### config.mk
export PLATFORM = sky130hd
export DESIGN_NAME = pad_pull_sequencer
export DESIGN_NICKNAME = d
export VERILOG_FILES = /design/src/rtl/pad_pull_pkg.sv /design/src/rtl/pad_pull_regs.sv /design/src/rtl/pad_pull_cell.sv /design/src/rtl/pad_pull_drive.sv /design/src/rtl/pad_pull_sequencer.sv
export SDC_FILE = /design/constraint.sdc
export NUM_CORES = 1
export LEC_CHECK = 0
export ABC_AREA = 1
export BUFFER_PORTS_ARGS = -buffer_cell sky130_fd_sc_hd__buf_2
export CORE_AREA = 2 2 251 253
export CTS_CLUSTER_SIZE = 8
export DETAILED_ROUTE_END_ITERATION = 6
export DIE_AREA = 0 0 253 255
export MAX_ROUTING_LAYER = met4
export PLACE_DENSITY = 0.78
export SETUP_SLACK_MARGIN = 0.4
export SYNTH_ARGS = -nofsm -noshare
export SYNTH_HDL_FRONTEND = slang
export SYNTH_HIERARCHICAL = 1
export SYNTH_SLANG_ARGS = --single-unit
### constraint.sdc
create_clock -name clk -period 3.2 [get_ports clk]
set_clock_uncertainty 0.15 [all_clocks]
set_input_delay 0.64 -clock clk [delete_from_list [all_inputs] [get_ports clk]]
set_output_delay 0.64 -clock clk [all_outputs]
set_load 0.005 [all_outputs]
### src/rtl/pad_pull_pkg.sv
package pad_pull_pkg;

   localparam int BUS_W  = 32;
   localparam int BANK_W = 32;

   typedef enum logic [1:0] {
      PULL_NONE = 2'd0,
      PULL_DOWN = 2'd1,
      PULL_UP   = 2'd2,
      PULL_RSVD = 2'd3
   } pull_mode_e;

   function automatic logic pull_enabled(pull_mode_e m);
      return (m == PULL_DOWN) || (m == PULL_UP);
   endfunction

   function automatic logic pull_is_up(pull_mode_e m);
      return (m == PULL_UP);
   endfunction

endpackage

### src/rtl/pad_pull_regs.sv
module pad_pull_regs
   import pad_pull_pkg::*;
#(
   parameter int          NUM_PINS  = 54,
   parameter int          ADDR_W    = 8,
   parameter logic [31:0] CTRL_ADDR = 32'h94,
   parameter logic [31:0] CLK_BASE  = 32'h98
) (
   input  logic                  clk,
   input  logic                  rst_n,
   input  logic                  bus_sel,
   input  logic                  bus_we,
   input  logic [ADDR_W-1:0]     bus_addr,
   input  logic [BUS_W-1:0]      bus_wdata,
   output logic [BUS_W-1:0]      bus_rdata,
   output pull_mode_e            ctrl_mode,
   output logic [NUM_PINS-1:0]   clk_bits
);

   localparam int NUM_BANKS = (NUM_PINS + BANK_W - 1) / BANK_W;

   logic              wr_en;
   logic              rd_en;
   logic              ctrl_hit;
   logic [1:0]        ctrl_q;
   logic [BUS_W-1:0]  rd_mux;
   logic [BUS_W-1:0]  rdata_q;
   logic [NUM_BANKS-1:0] bank_hit;
   logic [BUS_W-1:0]  bank_rd [NUM_BANKS];

   assign wr_en    = bus_sel & bus_we;
   assign rd_en    = bus_sel & ~bus_we;
   assign ctrl_hit = (bus_addr == ADDR_W'(CTRL_ADDR));

   always_ff @(posedge clk or negedge rst_n) begin
      if (!rst_n)
         ctrl_q <= 2'd0;
      else if (wr_en && ctrl_hit)
         ctrl_q <= bus_wdata[1:0];
   end

   assign ctrl_mode = pull_mode_e'(ctrl_q);

   for (genvar b = 0; b < NUM_BANKS; b++) begin : g_bank
      localparam int LO  = b * BANK_W;
      localparam int CNT = (NUM_PINS - LO > BANK_W) ? BANK_W : (NUM_PINS - LO);

      logic [CNT-1:0] bits_q;

      assign bank_hit[b] = (bus_addr == ADDR_W'(CLK_BASE + 32'(4 * b)));

      always_ff @(posedge clk or negedge rst_n) begin
         if (!rst_n)
            bits_q <= '0;
         else if (wr_en && bank_hit[b])
            bits_q <= bus_wdata[CNT-1:0];
      end

      assign clk_bits[LO +: CNT] = bits_q;
      assign bank_rd[b]          = BUS_W'(bits_q);
   end

   always_comb begin
      rd_mux = '0;
      if (ctrl_hit)
         rd_mux = {30'd0, ctrl_q};
      for (int b = 0; b < NUM_BANKS; b++) begin
         if (bank_hit[b])
            rd_mux = bank_rd[b];
      end
   end

   always_ff @(posedge clk or negedge rst_n) begin
      if (!rst_n)
         rdata_q <= '0;
      else if (rd_en)
         rdata_q <= rd_mux;
   end

   assign bus_rdata = rdata_q;

   // a read request is answered on the following cycle.
   a_r4_read_registered: assert property (@(posedge clk) disable iff (!rst_n)
      !$past(rd_en) |-> $stable(bus_rdata));

   // the control readback never shows bits above [1:0].
   a_r2_ctrl_narrow: assert property (@(posedge clk) disable iff (!rst_n)
      ($past(rd_en) && $past(ctrl_hit)) |-> (bus_rdata[31:2] == 30'd0));

endmodule

### src/rtl/pad_pull_cell.sv
module pad_pull_cell
   import pad_pull_pkg::*;
#(
   parameter int         HOLD_CYCLES = 150,
   parameter logic [1:0] RESET_MODE  = 2'd0
) (
   input  logic       clk,
   input  logic       rst_n,
   input  logic       clk_bit,
   input  pull_mode_e ctrl_mode,
   output pull_mode_e mode_q
);

   localparam int CNT_W = $clog2(HOLD_CYCLES + 1);
   localparam logic [CNT_W-1:0] LAST = CNT_W'(HOLD_CYCLES - 1);
   localparam logic [CNT_W-1:0] FULL = CNT_W'(HOLD_CYCLES);

   logic [CNT_W-1:0] cnt_q;
   logic             latch_hit;

   assign latch_hit = clk_bit && (cnt_q == LAST);

   always_ff @(posedge clk or negedge rst_n) begin
      if (!rst_n)
         cnt_q <= '0;
      else if (!clk_bit)
         cnt_q <= '0;
      else if (cnt_q != FULL)
         cnt_q <= cnt_q + 1'b1;
   end

   always_ff @(posedge clk or negedge rst_n) begin
      if (!rst_n)
         mode_q <= pull_mode_e'(RESET_MODE);
      else if (latch_hit && (ctrl_mode != PULL_RSVD))
         mode_q <= ctrl_mode;
   end

   // a pad whose clock bit was low keeps its setting.
   a_r7_idle_pin_holds: assert property (@(posedge clk) disable iff (!rst_n)
      !$past(clk_bit) |-> $stable(mode_q));

   // the reserved code never reaches the pad state.
   a_r8_reserved_ignored: assert property (@(posedge clk) disable iff (!rst_n)
      $past(latch_hit && (ctrl_mode == PULL_RSVD)) |-> $stable(mode_q));

   // a completed hold time loads the control value of that cycle.
   a_r5_latch_takes_ctrl: assert property (@(posedge clk) disable iff (!rst_n)
      $past(latch_hit && (ctrl_mode != PULL_RSVD)) |-> (mode_q == $past(ctrl_mode)));

   // every new pulse starts counting from zero.
   a_r6_count_restarts: assert property (@(posedge clk) disable iff (!rst_n)
      $rose(clk_bit) |-> (cnt_q == '0));

endmodule

### src/rtl/pad_pull_drive.sv
module pad_pull_drive
   import pad_pull_pkg::*;
#(
   parameter int NUM_PINS = 54
) (
   input  pull_mode_e          mode [NUM_PINS],
   output logic [NUM_PINS-1:0] pull_en,
   output logic [NUM_PINS-1:0] pull_up
);

   for (genvar p = 0; p < NUM_PINS; p++) begin : g_pad
      assign pull_en[p] = pull_enabled(mode[p]);
      assign pull_up[p] = pull_is_up(mode[p]);
   end

endmodule

### src/rtl/pad_pull_sequencer.sv
module pad_pull_sequencer
   import pad_pull_pkg::*;
#(
   parameter int          NUM_PINS    = 54,
   parameter int          HOLD_CYCLES = 150,
   parameter int          ADDR_W      = 8,
   parameter logic [31:0] CTRL_ADDR   = 32'h94,
   parameter logic [31:0] CLK_BASE    = 32'h98,
   parameter logic [1:0]  RESET_MODE  = 2'd0
) (
   input  logic                clk,
   input  logic                rst_n,
   input  logic                bus_sel,
   input  logic                bus_we,
   input  logic [ADDR_W-1:0]   bus_addr,
   input  logic [31:0]         bus_wdata,
   output logic [31:0]         bus_rdata,
   output logic [NUM_PINS-1:0] pull_en,
   output logic [NUM_PINS-1:0] pull_up
);

   localparam int NUM_BANKS = (NUM_PINS + BANK_W - 1) / BANK_W;
   localparam longint MAP_END = longint'(CLK_BASE) + 4 * NUM_BANKS;

   if (NUM_PINS < 1 || NUM_PINS > 1024) begin : g_bad_pins
      $error("NUM_PINS out of range");
   end
   if (HOLD_CYCLES < 1) begin : g_bad_hold
      $error("HOLD_CYCLES must be at least 1");
   end
   if (MAP_END > (longint'(1) << ADDR_W)) begin : g_bad_map
      $error("clock banks do not fit in the address space");
   end
   if (CTRL_ADDR >= CLK_BASE && longint'(CTRL_ADDR) < MAP_END) begin : g_bad_overlap
      $error("control register overlaps a clock bank");
   end
   if (RESET_MODE == 2'd3) begin : g_bad_reset
      $error("RESET_MODE may not be the reserved code");
   end

   pull_mode_e          ctrl_mode;
   logic [NUM_PINS-1:0] clk_bits;
   pull_mode_e          pad_mode [NUM_PINS];

   pad_pull_regs #(
      .NUM_PINS  (NUM_PINS),
      .ADDR_W    (ADDR_W),
      .CTRL_ADDR (CTRL_ADDR),
      .CLK_BASE  (CLK_BASE)
   ) regs_i (
      .clk       (clk),
      .rst_n     (rst_n),
      .bus_sel   (bus_sel),
      .bus_we    (bus_we),
      .bus_addr  (bus_addr),
      .bus_wdata (bus_wdata),
      .bus_rdata (bus_rdata),
      .ctrl_mode (ctrl_mode),
      .clk_bits  (clk_bits)
   );

   for (genvar p = 0; p < NUM_PINS; p++) begin : g_cell
      pad_pull_cell #(
         .HOLD_CYCLES (HOLD_CYCLES),
         .RESET_MODE  (RESET_MODE)
      ) cell_i (
         .clk       (clk),
         .rst_n     (rst_n),
         .clk_bit   (clk_bits[p]),
         .ctrl_mode (ctrl_mode),
         .mode_q    (pad_mode[p])
      );
   end

   pad_pull_drive #(
      .NUM_PINS (NUM_PINS)
   ) drive_i (
      .mode    (pad_mode),
      .pull_en (pull_en),
      .pull_up (pull_up)
   );

   // a pull-up select is never driven without its enable.
   a_r9_up_needs_enable: assert property (@(posedge clk) disable iff (!rst_n)
      (pull_up & ~pull_en) == '0);

endmodule

## Word level (Yosys, flattened, before mapping)

Index checks and enable logic that the tools add are counted.

| cells by class | value |
|---|---|
| mux-type cells | 111 |
| reduce and logical (&&, ||, !) cells | 165 |
| $add $sub $neg | 54 |
| bitwise operators | 3 |
| equal/unequal tests | 274 |

Operators by type and width:

| cell | number |
|---|---|
| $mux 8 | 108 |
| $eq 8x8->1 const B | 57 |
| $add 8x1->8 const B | 54 |
| $ne 8x8->1 const B | 54 |
| $logic_and 1x1->1 | 111 |
| $eq 2x1->1 const B | 54 |
| $eq 2x2->1 const B | 54 |
| $ne 2x1->1 const B | 54 |
| $mux 32 | 2 |
| $logic_or 1x1->1 | 54 |
| $and 1x1->1 | 2 |
| $mux 2 | 1 |
| $ne 2x2->1 const B | 1 |
| $not 1->1 | 1 |

| word-level totals | value |
|---|---|
| output and inout bits | 140 |
| bits of input ports | 44 |
| word-level logic and storage cells | 719 |
| register bits | 628 |

## Depth between registers and ports, before layout

Gate-level depths: netlist (run 1).

| depth | value |
|---|---|
| depth after elaboration | 4 |
| depth in mapped cells | 9 |

## Modules after synthesis

Netlist (run 1), hierarchy kept.

By module, submodules not included:

| module | cells an instance | times used | area each (um^2) |
|---|---|---|---|
| pad_pull_cell (g_cell[10].cell_i ...) | 82 | 53 | 588.1 |
| pad_pull_regs | 450 | 1 | 3950.0 |
| pad_pull_drive | 162 | 1 | 1081.0 |
| pad_pull_cell (g_cell[0].cell_i) | 82 | 1 | 591.8 |

## Least setup slack after synthesis (run 1)

Ideal clock, no wire load.

| path | value |
|---|---|
| kind | register to register |
| start point | register regs_i.ctrl_q[0], in the netlist regs_i/ctrl_mode[0] |
| end point | register g_cell[0].cell_i.mode_q[1] |
| cell stages (with the launch flop) | 6 |
| required time | 2.924 ns |
| slack | 0.527 ns |
| data arrival time | 2.398 ns |
| clock period less this slack | 2.673 ns |
| setup time | 0.126 ns |
| buffers on the path | 0 |
| path through | dfrtp_1 nand2_1 nand2_1 nor2_1 nand3_1 nand2_1 |

| between the ends | value |
|---|---|
| longest elaborated chain between the ends | 2 |

Ends and longest elaborated chain:

| what | RTL line | source |
|---|---|---|
| from (decl) | pad_pull_regs.sv:25 | `logic [1:0] ctrl_q;` |
| from (signal assigned) | pad_pull_regs.sv:39 | `ctrl_q <= bus_wdata[1:0];` |
| $ne 2x2->1 | pad_pull_cell.sv:35 | `else if (latch_hit && (ctrl_mode != PULL_RSVD))` |
| $logic_and 1x1->1 | pad_pull_cell.sv:35 |  |
| to (signal assigned) | pad_pull_cell.sv:34 | `mode_q <= pull_mode_e'(RESET_MODE);` |
| to (signal assigned) | pad_pull_cell.sv:36 | `mode_q <= ctrl_mode;` |
| to (decl) | pad_pull_cell.sv:11 | `output pull_mode_e mode_q` |

No other way between the ends.
A chain may end at the register's enable or synchronous reset.

## Worst setup path after layout (run 1)

| path | value |
|---|---|
| start point | register g_cell[35].cell_i.mode_q[0] |
| end point | output port pull_en[35] |

| between the ends | value |
|---|---|
| longest elaborated chain between the ends | 2 |
| elaborated cells between the ends (all ways) | 3 |
| those cells by class | 2 x eq/ne; 1 x reduce/logical |

Ends and longest elaborated chain:

| what | RTL line | source |
|---|---|---|
| from (decl) | pad_pull_cell.sv:11 |  |
| from (signal assigned) | pad_pull_cell.sv:34 |  |
| from (signal assigned) | pad_pull_cell.sv:36 |  |
| $eq 2x1->1 / $eq 2x2->1 (equally long branches) | pad_pull_pkg.sv:14 | `return (m == PULL_DOWN) \|\| (m == PULL_UP);` |
| $logic_or 1x1->1 * | pad_pull_pkg.sv:14 |  |
| to (decl) | pad_pull_sequencer.sv:18 | `output logic [NUM_PINS-1:0] pull_en,` |

Mark *: on every way between the ends. The rest lies on a longest branch, timed or not.

==> impl_metrics.json, run 1 <==
{
  "syn_nets": 5300,
  "wl_per_cell_um": 12.9,
  "grtUsageMet1": 0.321,
  "min_path_type": "primary input to register",
  "p_int_w": 0.0131,
  "synthArstFlopShare": 1.00,
  "overflow": 0,
  "die_area_um2": 64500,
  "grt_util_met3": 0.0431,
  "clkSinkCount": 628,
  "drt_iter0_markers": 2036,
  "portBuffers": 183,
  "share_clk_of_total_power": 0.484,
  "synthFlopType": "dfrtp_1",
  "yosysSeqAreaShare": 0.427,
  "grt_pass1_wl_um": 134000,
  "p_switching_w": 0.00389,
  "fin_crit_sh": 0.732,
  "worst_slack_ns": 0.858,
  "dp_hpwl_um": 56000,
  "setup_violations": 0,
  "synth_compound_area_frac": 0.0534,
  "fill_cells": 5361,
  "hold_viol": 0,
  "multi_input_area_um2": 16900,
  "cp_slowest_cell": "dfrtp_1",
  "start_kind": "register",
  "clk_pin_slew_ns": 0.05,
  "share_comb_of_total_power": 0.035,
  "syn_area_per_cell_um2": 7.30,
  "worstSetupPathType": "register to output pin",
  "grt_max_degree": 104,
  "final_max_slew_viol_count": 0,
  "grt_pass1_vias": 29100,
  "grt_use_total": 0.257,
  "run_status": "finished clean",
  "fin_tns_setup_ns": 0,
  "pre_cts_ws_ns": 0.945,
  "placed_cells": 5968,
  "fin_nets": 5520,
  "ys_warn_count": 6,
  "regArea_um2": 15700,
  "utilization": 0.654,
  "clkLatencyLatePin_ns": 0.63,
  "switching_share": 0.228,
  "layout-drive-gt1-share": 0.0941,
  "chipHeight_um": 255,
  "cts.repair.resized": 0,
  "synth_common_cells": "nand2_1 (1408), inv_1 (903), dfrtp_1 (628)",
  "cpPeakStageDelay_ns": 0.34,
  "synth_edf_count": 0,
  "die_x_um": 253,
  "cts_buffer_depth": 3,
  "crit_path_max_fanout": 2,
  "synth_adder_area_share": 0.0735,
  "cp_common_cell": "inv_1",
  "leakage_nw": 20.8,
  "routed_via_density": 5.09,
  "relSlewSlack": 0.396,
  "critical_path_required_ns": 2.41,
  "synth_top_family_by_area": "simple AND/OR/NAND/NOR gates",
  "vias": 30900,
  "synth_xor_area_frac": 0.0131,
  "worst_pin_slew_ns": 0.906,
  "synth_area_leaders": "dfrtp_1 (43%), nand2_1 (14%), inv_1 (9.2%)",
  "drtAntennaViolNets": 0,
  "wl_um": 78500,
  "endpoint_kind": "output pin",
  "post-synth-top-count-cell": "nand2_1",
  "synth_top_area_frac": 0.427,
  "instances_no_fill": 6070,
  "rsz0062_at_grt": "no",
  "layout_min_cycle_time_ns": 2.34,
  "peakVddDrop_uv": 380,
  "muxShareOfSynthArea": 0,
  "cts-hold-fix-buffers": 1,
  "power.density_nw_per_um2": 419,
  "area_growth_pct": 10.5,
  "grt_util_met2": 0.426,
  "synth_area_leader_cell": "dfrtp_1",
  "postCtsSetupBuffers": 0,
  "initial_core_util": 0.592,
  "seqPwrFrac": 0.481,
  "ys_ff_latch": 628,
  "dr.pass1.iters": 5,
  "root_buffer": "clkbuf_16",
  "drc_errors": 0,
  "cts_buffers": 88,
  "fmax_mhz": 427,
  "rows": 92,
  "h-tree-depth": 3,
  "top_usage_layer": "met2",
  "cts_tree": "done",
  "synthCells": 5040,
  "synth-simple-area-share": 0.320,
  "antenna_found_initial": 3,
  "synth_cell_types": 28,
  "synth_area_um2": 36800,
  "path_cells": "inv_1 -> ha_1 -> inv_1 -> buf_2",
  "cap_violations": 0,
  "worstPathArrival_ns": 1.55,
  "core-area_um2": 62200,
  "place_congestion": 0.903,
  "io_pins": 184
}
## kinds of logic (layout without fill, tap and decap cells)
logic type | count (synthesis) | count (layout)
buffers and inverters | 982 | 1211
DFF | 628 | 628
xor gates and xnor gates | 55 | 55
AOI/OAI and AO/OA | 387 | 387
and+or+nand+nor | 2772 | 2772
other | 0 | 2
adders and majority gates | 216 | 216
## placed cells by master (no fill, tap or decap)
master / n
o31ai_1: 1
nand2_2: 5
buf_2: 182
inv_6: 2
nor3_1: 53
nand2_4: 1
inv_2: 1
clkbuf_1: 3
o21ai_2: 6
clkinv_8: 4
inv_1: 902
dlygate4sd3_1: 1
a21oi_2: 1
o21ai_0: 108
nand2_1: 1408
xor2_1: 1
diode_2: 2
nand3_4: 2
nor2_4: 2
clkbuf_16: 89
buf_8: 1
dfrtp_1: 626
ha_1: 216
buf_4: 12
dfrtp_4: 2
nor2_1: 548
nor2_2: 159
nand3_2: 11
buf_12: 13
clkbuf_8: 1
nor2_8: 2
nand3b_1: 2
nand3_1: 579
xnor2_1: 54
o21ai_1: 109
a21oi_1: 162
## path summary, 6_finish.rpt
path	start	endpoint	slack (ns)	cells past startpoint
worst max-delay path	g_cell[35].cell_i/mode_q[0]$_DFFE_PN0P_	pull_en[35]	0.86	4
worst min-delay path	bus_wdata[27]	regs_i/g_bank[0].bits_q[27]$_DFFE_PN0P_	0.10	3
worst max register to register	regs_i/ctrl_mode[0]$_DFFE_PN0P_	g_cell[23].cell_i/mode_q[0]$_DFFE_PN0P_	1.25	7
worst min register to register	g_cell[6].cell_i/mode_q[0]$_DFFE_PN0P_	g_cell[6].cell_i/mode_q[0]$_DFFE_PN0P_	0.32	2
max in group asynchronous	rst_n	g_cell[50].cell_i/mode_q[1]$_DFFE_PN0P_	1.57	3
min in group asynchronous	rst_n	g_cell[9].cell_i/mode_q[1]$_DFFE_PN0P_	0.39	2
## sequential cells by signal, indices dropped and copies added, names as in the netlist
signal                cells
regs_i/ctrl_mode          2
regs_i/g_bank.bits_q     54
g_cell.cell_i/mode_q    108
regs_i/bus_rdata         32
g_cell.cell_i/cnt_q     432
## stage by stage
| step | area, µm² | power [W] | hold WS, ns |
|---|---|---|---|
| after global routing | 40700 | 0.0177 | 0.0915 |
| after detailed placement | 38300 | 0.00893 | 0.310 |
| final | 40700 | 0.0170 | 0.104 |
| after global placement | 38300 | 0.00891 | 0.308 |
| after CTS | 40600 | 0.0173 | 0.0726 |
| after floorplan | 36800 | 0.00861 | 0.194 |
## critical path: cells and delay by family, from the launching register on
family     cells  cell delay [ns]
flops          1             0.34
buf+inv        3             0.32
fa+ha+maj      1             0.27
## per-layer routing
layer | part of all wire | routed length (µm)
met1 | 0.45 | 35500
met4 | 0.034 | 2630
met5 | 0 | 0
met2 | 0.47 | 36900
met3 | 0.044 | 3470
## power by group through the flow
stage | Combinational [W] | Sequential [W] | Clock (W)
3_3_place_gp | 0.000596 | 0.00831 | 0
3_5_place_dp | 0.000611 | 0.00831 | 0
4_1_cts | 0.000613 | 0.00819 | 0.00846
6_report | 0.000598 | 0.00819 | 0.00823
2_1_floorplan | 0.000357 | 0.00825 | 0
5_1_grt | 0.000701 | 0.00820 | 0.00877
## area by class of cell
type / instances / share of cell area
Clock inverter: 6 / 0.00203
Inverter: 903 / 0.0834
Clock buffer: 93 / 0.0554
Tap cell: 799 / 0.0246
Sequential cell: 628 / 0.387
Multi-Input combinational cell: 3430 / 0.416
Timing Repair Buffer: 209 / 0.0316
Antenna cell: 2 / 0.000123
Note: power is estimated with default switching activity, not from simulation.
==> run 2, diff against run 1 <==
clock period = 2.2 ns   (was 3.2 ns; I/O delays follow)
==> impl_metrics.json, run 2 (synthesized netlist as in run 1, its figures left out) <==
{
  "rows": 92,
  "dp_hpwl_um": 58000,
  "start_kind": "register",
  "placed_cells": 6004,
  "worstPathArrival_ns": 1.53,
  "drtAntennaViolNets": 0,
  "place_congestion": 0.878,
  "area_growth_pct": 17.2,
  "min_from": "bus_wdata[21]",
  "wl_met2_um": 40200,
  "clkSinkCount": 628,
  "fin_area_um2": 43100,
  "r2r_cells": 7,
  "clk_pin_slew_ns": 0.05,
  "wl_per_cell_um": 13.5,
  "crit_path_max_fanout": 2,
  "drt_iter0_markers": 2096,
  "wl_met1_um": 36800,
  "layout_common_cells": "nand2_1 (1408), inv_1 (817), dfrtp_1 (621)",
  "grt_use_total": 0.267,
  "die_x_um": 253,
  "layout_min_cycle_time_ns": 2.12,
  "power.density_nw_per_um2": 577,
  "core-area_um2": 62200,
  "final_max_slew_viol_count": 0,
  "cts_buffer_depth": 3,
  "mostFrequentLayoutCell": "nand2_1",
  "overflow": 0,
  "chipHeight_um": 255,
  "instances_no_fill": 6234,
  "root_buffer": "clkbuf_16",
  "worstHoldPathCells": 3,
  "utilization": 0.694,
  "fin_nets": 5683,
  "initial_core_util": 0.592,
  "grt_max_degree": 79,
  "layout-drive-gt1-share": 0.141,
  "setup_violations": 0,
  "io_pins": 184,
  "fmax_mhz": 472,
  "worst_pin_slew_ns": 0.554,
  "vias": 32100,
  "fin_hold_ws_ns": 0.0616,
  "fill_cells": 4906,
  "leakage_nw": 21.7,
  "rsz0062_at_grt": "yes",
  "ff2ff_setup_slack_ns": 0.46,
  "r2r_start": "regs_i/ctrl_mode[1]$_DFFE_PN0P_",
  "critical_path_required_ns": 1.61,
  "portBuffers": 183,
  "routed_via_density": 5.14,
  "drc_errors": 0,
  "peakVddDrop_uv": 595,
  "min_delay_worst_endpoint": "regs_i/g_bank[0].bits_q[21]$_DFFE_PN0P_",
  "grt_pass1_wl_um": 138000,
  "top_regs": "g_cell.cell_i/cnt_q (432), g_cell.cell_i/mode_q (108), regs_i/g_bank.bits_q (54)",
  "finalPower_w": 0.0249,
  "worstSetupPathType": "register to output pin",
  "grt_pass1_vias": 30300,
  "regMostFlops": "g_cell.cell_i/cnt_q",
  "fin_crit_sh": 0.964,
  "h-tree-depth": 3,
  "cap_violations": 0,
  "r2r-end": "g_cell[6].cell_i/mode_q[1]$_DFFE_PN0P_",
  "cts_tree": "done",
  "hold_viol": 0,
  "clkLatencyLatePin_ns": 0.62,
  "relSlewSlack": 0.631,
  "dr.max_layer_used": "met4",
  "wl_um": 84100,
  "dpl_cell_area_um2": 38600,
  "run_status": "finished clean",
  "cts_buffers": 88,
  "antenna_found_initial": 5,
  "largest_reg_flops": 432,
  "endpoint_kind": "output pin",
  "die_area_um2": 64500,
  "min_path_type": "primary input to register",
  "dr.pass1.iters": 6,
  "wl_met3_um": 4360
}
run 2: cell count changes in the layout (fill, tap and decap cells not counted), sizes merged:
cell and delta:
buf +132, dlygate4sd3 +31, clkinv -3, clkbuf +1, diode +3
run 2: layout make-up:
type | instances | area (µm²) | share of cell area
Clock inverter | 3 | 33.8 | 0.000784
Clock buffer | 94 | 2280 | 0.0528
Sequential cell | 628 | 15700 | 0.365
Inverter | 903 | 3390 | 0.0787
Timing Repair Buffer | 372 | 3160 | 0.0733
Antenna cell | 5 | 12.5 | 0.000290
Tap cell | 799 | 1000 | 0.0232
Multi-Input combinational cell | 3430 | 17500 | 0.406
run 2: what timing repair did:
| item | in CTS | in global routing |
|---|---|---|
| setup buffers | 58 | 38 |
| hold buffers | 32 | 0 |
| endpoints found under the hold margin | 453 | 0 |
| pin swaps | 24 | 38 |
| resized for setup | 74 | 200 |
| endpoints found under the setup margin | 115 | 177 |
run 2: metal layers:
metal / track usage / vias to the layer above
met5: - / -
met4: 0.0965 / 0
met3: 0.0440 / 190
met2: 0.442 / 747
met1: 0.332 / 14900
li1: - / 16200
run 2: how the worst max path moves through the flow:
stage | start | to | slack [ns] | cells past startpoint
floorplan | regs_i/ctrl_mode[0]$_DFFE_PN0P_ | g_cell[0].cell_i/mode_q[1]$_DFFE_PN0P_ | 0.63 | 5
global placement | bus_addr[0] | regs_i/bus_rdata[0]$_DFFE_PN0P_ | 0.38 | 10
detailed placement | bus_addr[0] | regs_i/bus_rdata[0]$_DFFE_PN0P_ | 0.37 | 10
CTS | g_cell[31].cell_i/mode_q[0]$_DFFE_PN0P_ | pull_en[31] | 0.06 | 4
global route | g_cell[31].cell_i/mode_q[0]$_DFFE_PN0P_ | pull_en[31] | -0.006 | 4
finish | g_cell[31].cell_i/mode_q[1]$_DFFE_PN0P_ | pull_en[31] | 0.08 | 3
run 2: worst max-delay path, cell delays in order (launching register included):
cell and delay, ns:
dfrtp_1 0.44, ha_1 0.32, inv_1 0.05, buf_2 0.10
run 2: where the power goes:
part | internal (W) | switching, W
registers | 0.0117 | 0.000173
clock network | 0.00718 | 0.00481
logic | 0.000334 | 0.000696
total | 0.0192 | 0.00568
run 2: per-stage QoR:
| stage | TNS [ns] | setup slack, ns |
|---|---|---|
| 2_1_floorplan | 0 | 0.634 |
| 3_3_place_gp | 0 | 0.384 |
| 3_5_place_dp | 0 | 0.372 |
| 4_1_cts | 0 | 0.0620 |
| 5_1_grt | -0.00576 | -0.00576 |
| 6_report | 0 | 0.0798 |
==> run 3, diff against run 2 <==
CAP_MARGIN = 5   (was default)
SETUP_SLACK_MARGIN = 0.3   (was 0.4)
==> impl_metrics.json, run 3 (synthesized netlist as in run 1, its figures left out) <==
{
  "run_status": "finished clean",
  "endpoint_kind": "output pin",
  "grt_pass1_vias": 30200,
  "rows": 92,
  "dpl_cell_area_um2": 38700,
  "top_regs": "g_cell.cell_i/cnt_q (432), g_cell.cell_i/mode_q (108), regs_i/g_bank.bits_q (54)",
  "wl_per_cell_um": 13.7,
  "clkLatencyLatePin_ns": 0.62,
  "drt_iter0_markers": 2229,
  "core-area_um2": 62200,
  "dp_hpwl_um": 58800,
  "cap_violations": 0,
  "placed_cells": 6011,
  "switching_share": 0.225,
  "area_growth_pct": 17.3,
  "r2r-end": "g_cell[52].cell_i/mode_q[1]$_DFFE_PN0P_",
  "initial_core_util": 0.592,
  "worst_pin_slew_ns": 0.611,
  "worstPathArrival_ns": 1.50,
  "seqPwrFrac": 0.471,
  "portBuffers": 183,
  "pre_cts_ws_ns": 0.329,
  "fin_nets": 5690,
  "largest_reg_flops": 432,
  "rsz0062_at_grt": "yes",
  "wl_um": 85700,
  "fin_crit_sh": 0.951,
  "io_pins": 184,
  "fmax_mhz": 478,
  "p_int_w": 0.0195,
  "grt_max_degree": 66,
  "p_switching_w": 0.00568,
  "root_buffer": "clkbuf_16",
  "start_kind": "register",
  "drtAntennaViolNets": 0,
  "antenna_found_initial": 1,
  "ff2ff_setup_slack_ns": 0.42,
  "min_path_type": "primary input to register",
  "cts_tree": "done",
  "crit_start": "g_cell[29].cell_i/mode_q[0]$_DFFE_PN0P_",
  "share_comb_of_total_power": 0.041,
  "power.density_nw_per_um2": 583,
  "h-tree-depth": 3,
  "worstSetupPathType": "register to output pin",
  "clkSinkCount": 628,
  "cts_buffers": 88,
  "fin_tns_setup_ns": 0,
  "critical_path_required_ns": 1.61,
  "dr.pass1.iters": 6,
  "grt_pass1_wl_um": 138000,
  "instances_no_fill": 6236,
  "fill_cells": 4906,
  "clk_pin_slew_ns": 0.05,
  "setup_violations": 0,
  "antenna_cells": 0,
  "share_clk_of_total_power": 0.487,
  "layout-drive-gt1-share": 0.141,
  "regMostFlops": "g_cell.cell_i/cnt_q",
  "grt_use_total": 0.268,
  "cts_buffer_depth": 3,
  "die_area_um2": 64500,
  "hold_viol": 0,
  "place_congestion": 0.884,
  "r2r_start": "regs_i/ctrl_mode[1]$_DFFE_PN0P_",
  "chipHeight_um": 255,
  "worst_slack_ns": 0.108,
  "layout_min_cycle_time_ns": 2.09,
  "r2r_cells": 7,
  "mostFrequentLayoutCell": "nand2_1",
  "layout_common_cells": "nand2_1 (1408), inv_1 (820), dfrtp_1 (625)",
  "peakVddDrop_uv": 517,
  "fin_area_um2": 43200,
  "crit_path_max_fanout": 2,
  "final_max_slew_viol_count": 0,
  "vias": 31900,
  "routed_via_density": 5.12,
  "drc_errors": 0,
  "overflow": 0,
  "die_x_um": 253,
  "leakage_nw": 21.7,
  "cp-endpoint": "pull_en[29]",
  "relSlewSlack": 0.593
}
-- run 3: changes by cell type in the layout (fill, tap and decap cells not counted), sizes merged --
cell and change:
bufinv +1, dlygate4sd3 -1, buf +7, clkbuf +1, clkinv -1, diode -5
-- run 3: worst min-delay path by stage --
| stage | slack, ns | cells after the start | endpoint | startpoint |
|---|---|---|---|---|
| floorplan | -0.006 | 0 | g_cell[0].cell_i/cnt_q[0]$_DFFE_PN0P_ | rst_n |
| global placement | 0.19 | 1 | g_cell[53].cell_i/cnt_q[5]$_DFFE_PN0P_ | rst_n |
| detailed placement | 0.19 | 1 | g_cell[53].cell_i/cnt_q[5]$_DFFE_PN0P_ | rst_n |
| CTS | 0.0005 | 3 | regs_i/g_bank[0].bits_q[12]$_DFFE_PN0P_ | bus_wdata[12] |
| global route | 0.03 | 3 | regs_i/g_bank[0].bits_q[21]$_DFFE_PN0P_ | bus_wdata[21] |
| finish | 0.04 | 3 | regs_i/g_bank[0].bits_q[12]$_DFFE_PN0P_ | bus_wdata[12] |
-- run 3: cell type report --
cell class / instances / area, µm² / area share
clock buffers: 94 / 2330 / 0.0540
clock inverters: 3 / 47.5 / 0.00110
inverters: 903 / 3390 / 0.0786
multi-input cells: 3430 / 17500 / 0.405
flip-flops and latches: 628 / 15700 / 0.364
well taps: 799 / 1000 / 0.0232
repair buffers: 379 / 3200 / 0.0742
-- run 3: what timing repair did --
item	4_1_cts	5_1_grt
resized for setup	62	182
hold endpoints to repair	422	0
pin swaps	24	36
buffers inserted	54	43
endpoints found under the setup margin	108	128
hold buffers	31	0
-- run 3: layer usage --
| metal | up-vias | GRT usage | part of all wire |
|---|---|---|---|
| li1 | 16300 | - | - |
| met1 | 14900 | 0.340 | 0.45 |
| met2 | 682 | 0.449 | 0.48 |
| met3 | 138 | 0.0355 | 0.045 |
| met4 | 0 | 0.0813 | 0.023 |
| met5 | - | - | 0 |
-- run 3: power groups by stage --
stage          combinational [W]  sequential, W  clock [W]
2_1_floorplan           0.000519         0.0120          0
3_3_place_gp            0.000964         0.0121          0
3_5_place_dp            0.000987         0.0121          0
4_1_cts                  0.00103         0.0119     0.0125
5_1_grt                  0.00120         0.0119     0.0130
6_report                 0.00104         0.0119     0.0123
-- run 3: stage by stage --
stage	utilization	hold WS (ns)	power, W
floorplan	-	-0.00559	0.0125
global placement	0.622	0.189	0.0130
detailed placement	0.622	0.186	0.0130
CTS	0.675	0.000479	0.0254
global route	0.694	0.0305	0.0261
finish	0.694	0.0423	0.0252
-- run 3: critical path, cell delays in order, from the launching register on --
cell     delay [ns]
dfrtp_1        0.38
inv_1          0.06
ha_2           0.30
inv_1          0.03
buf_2          0.11
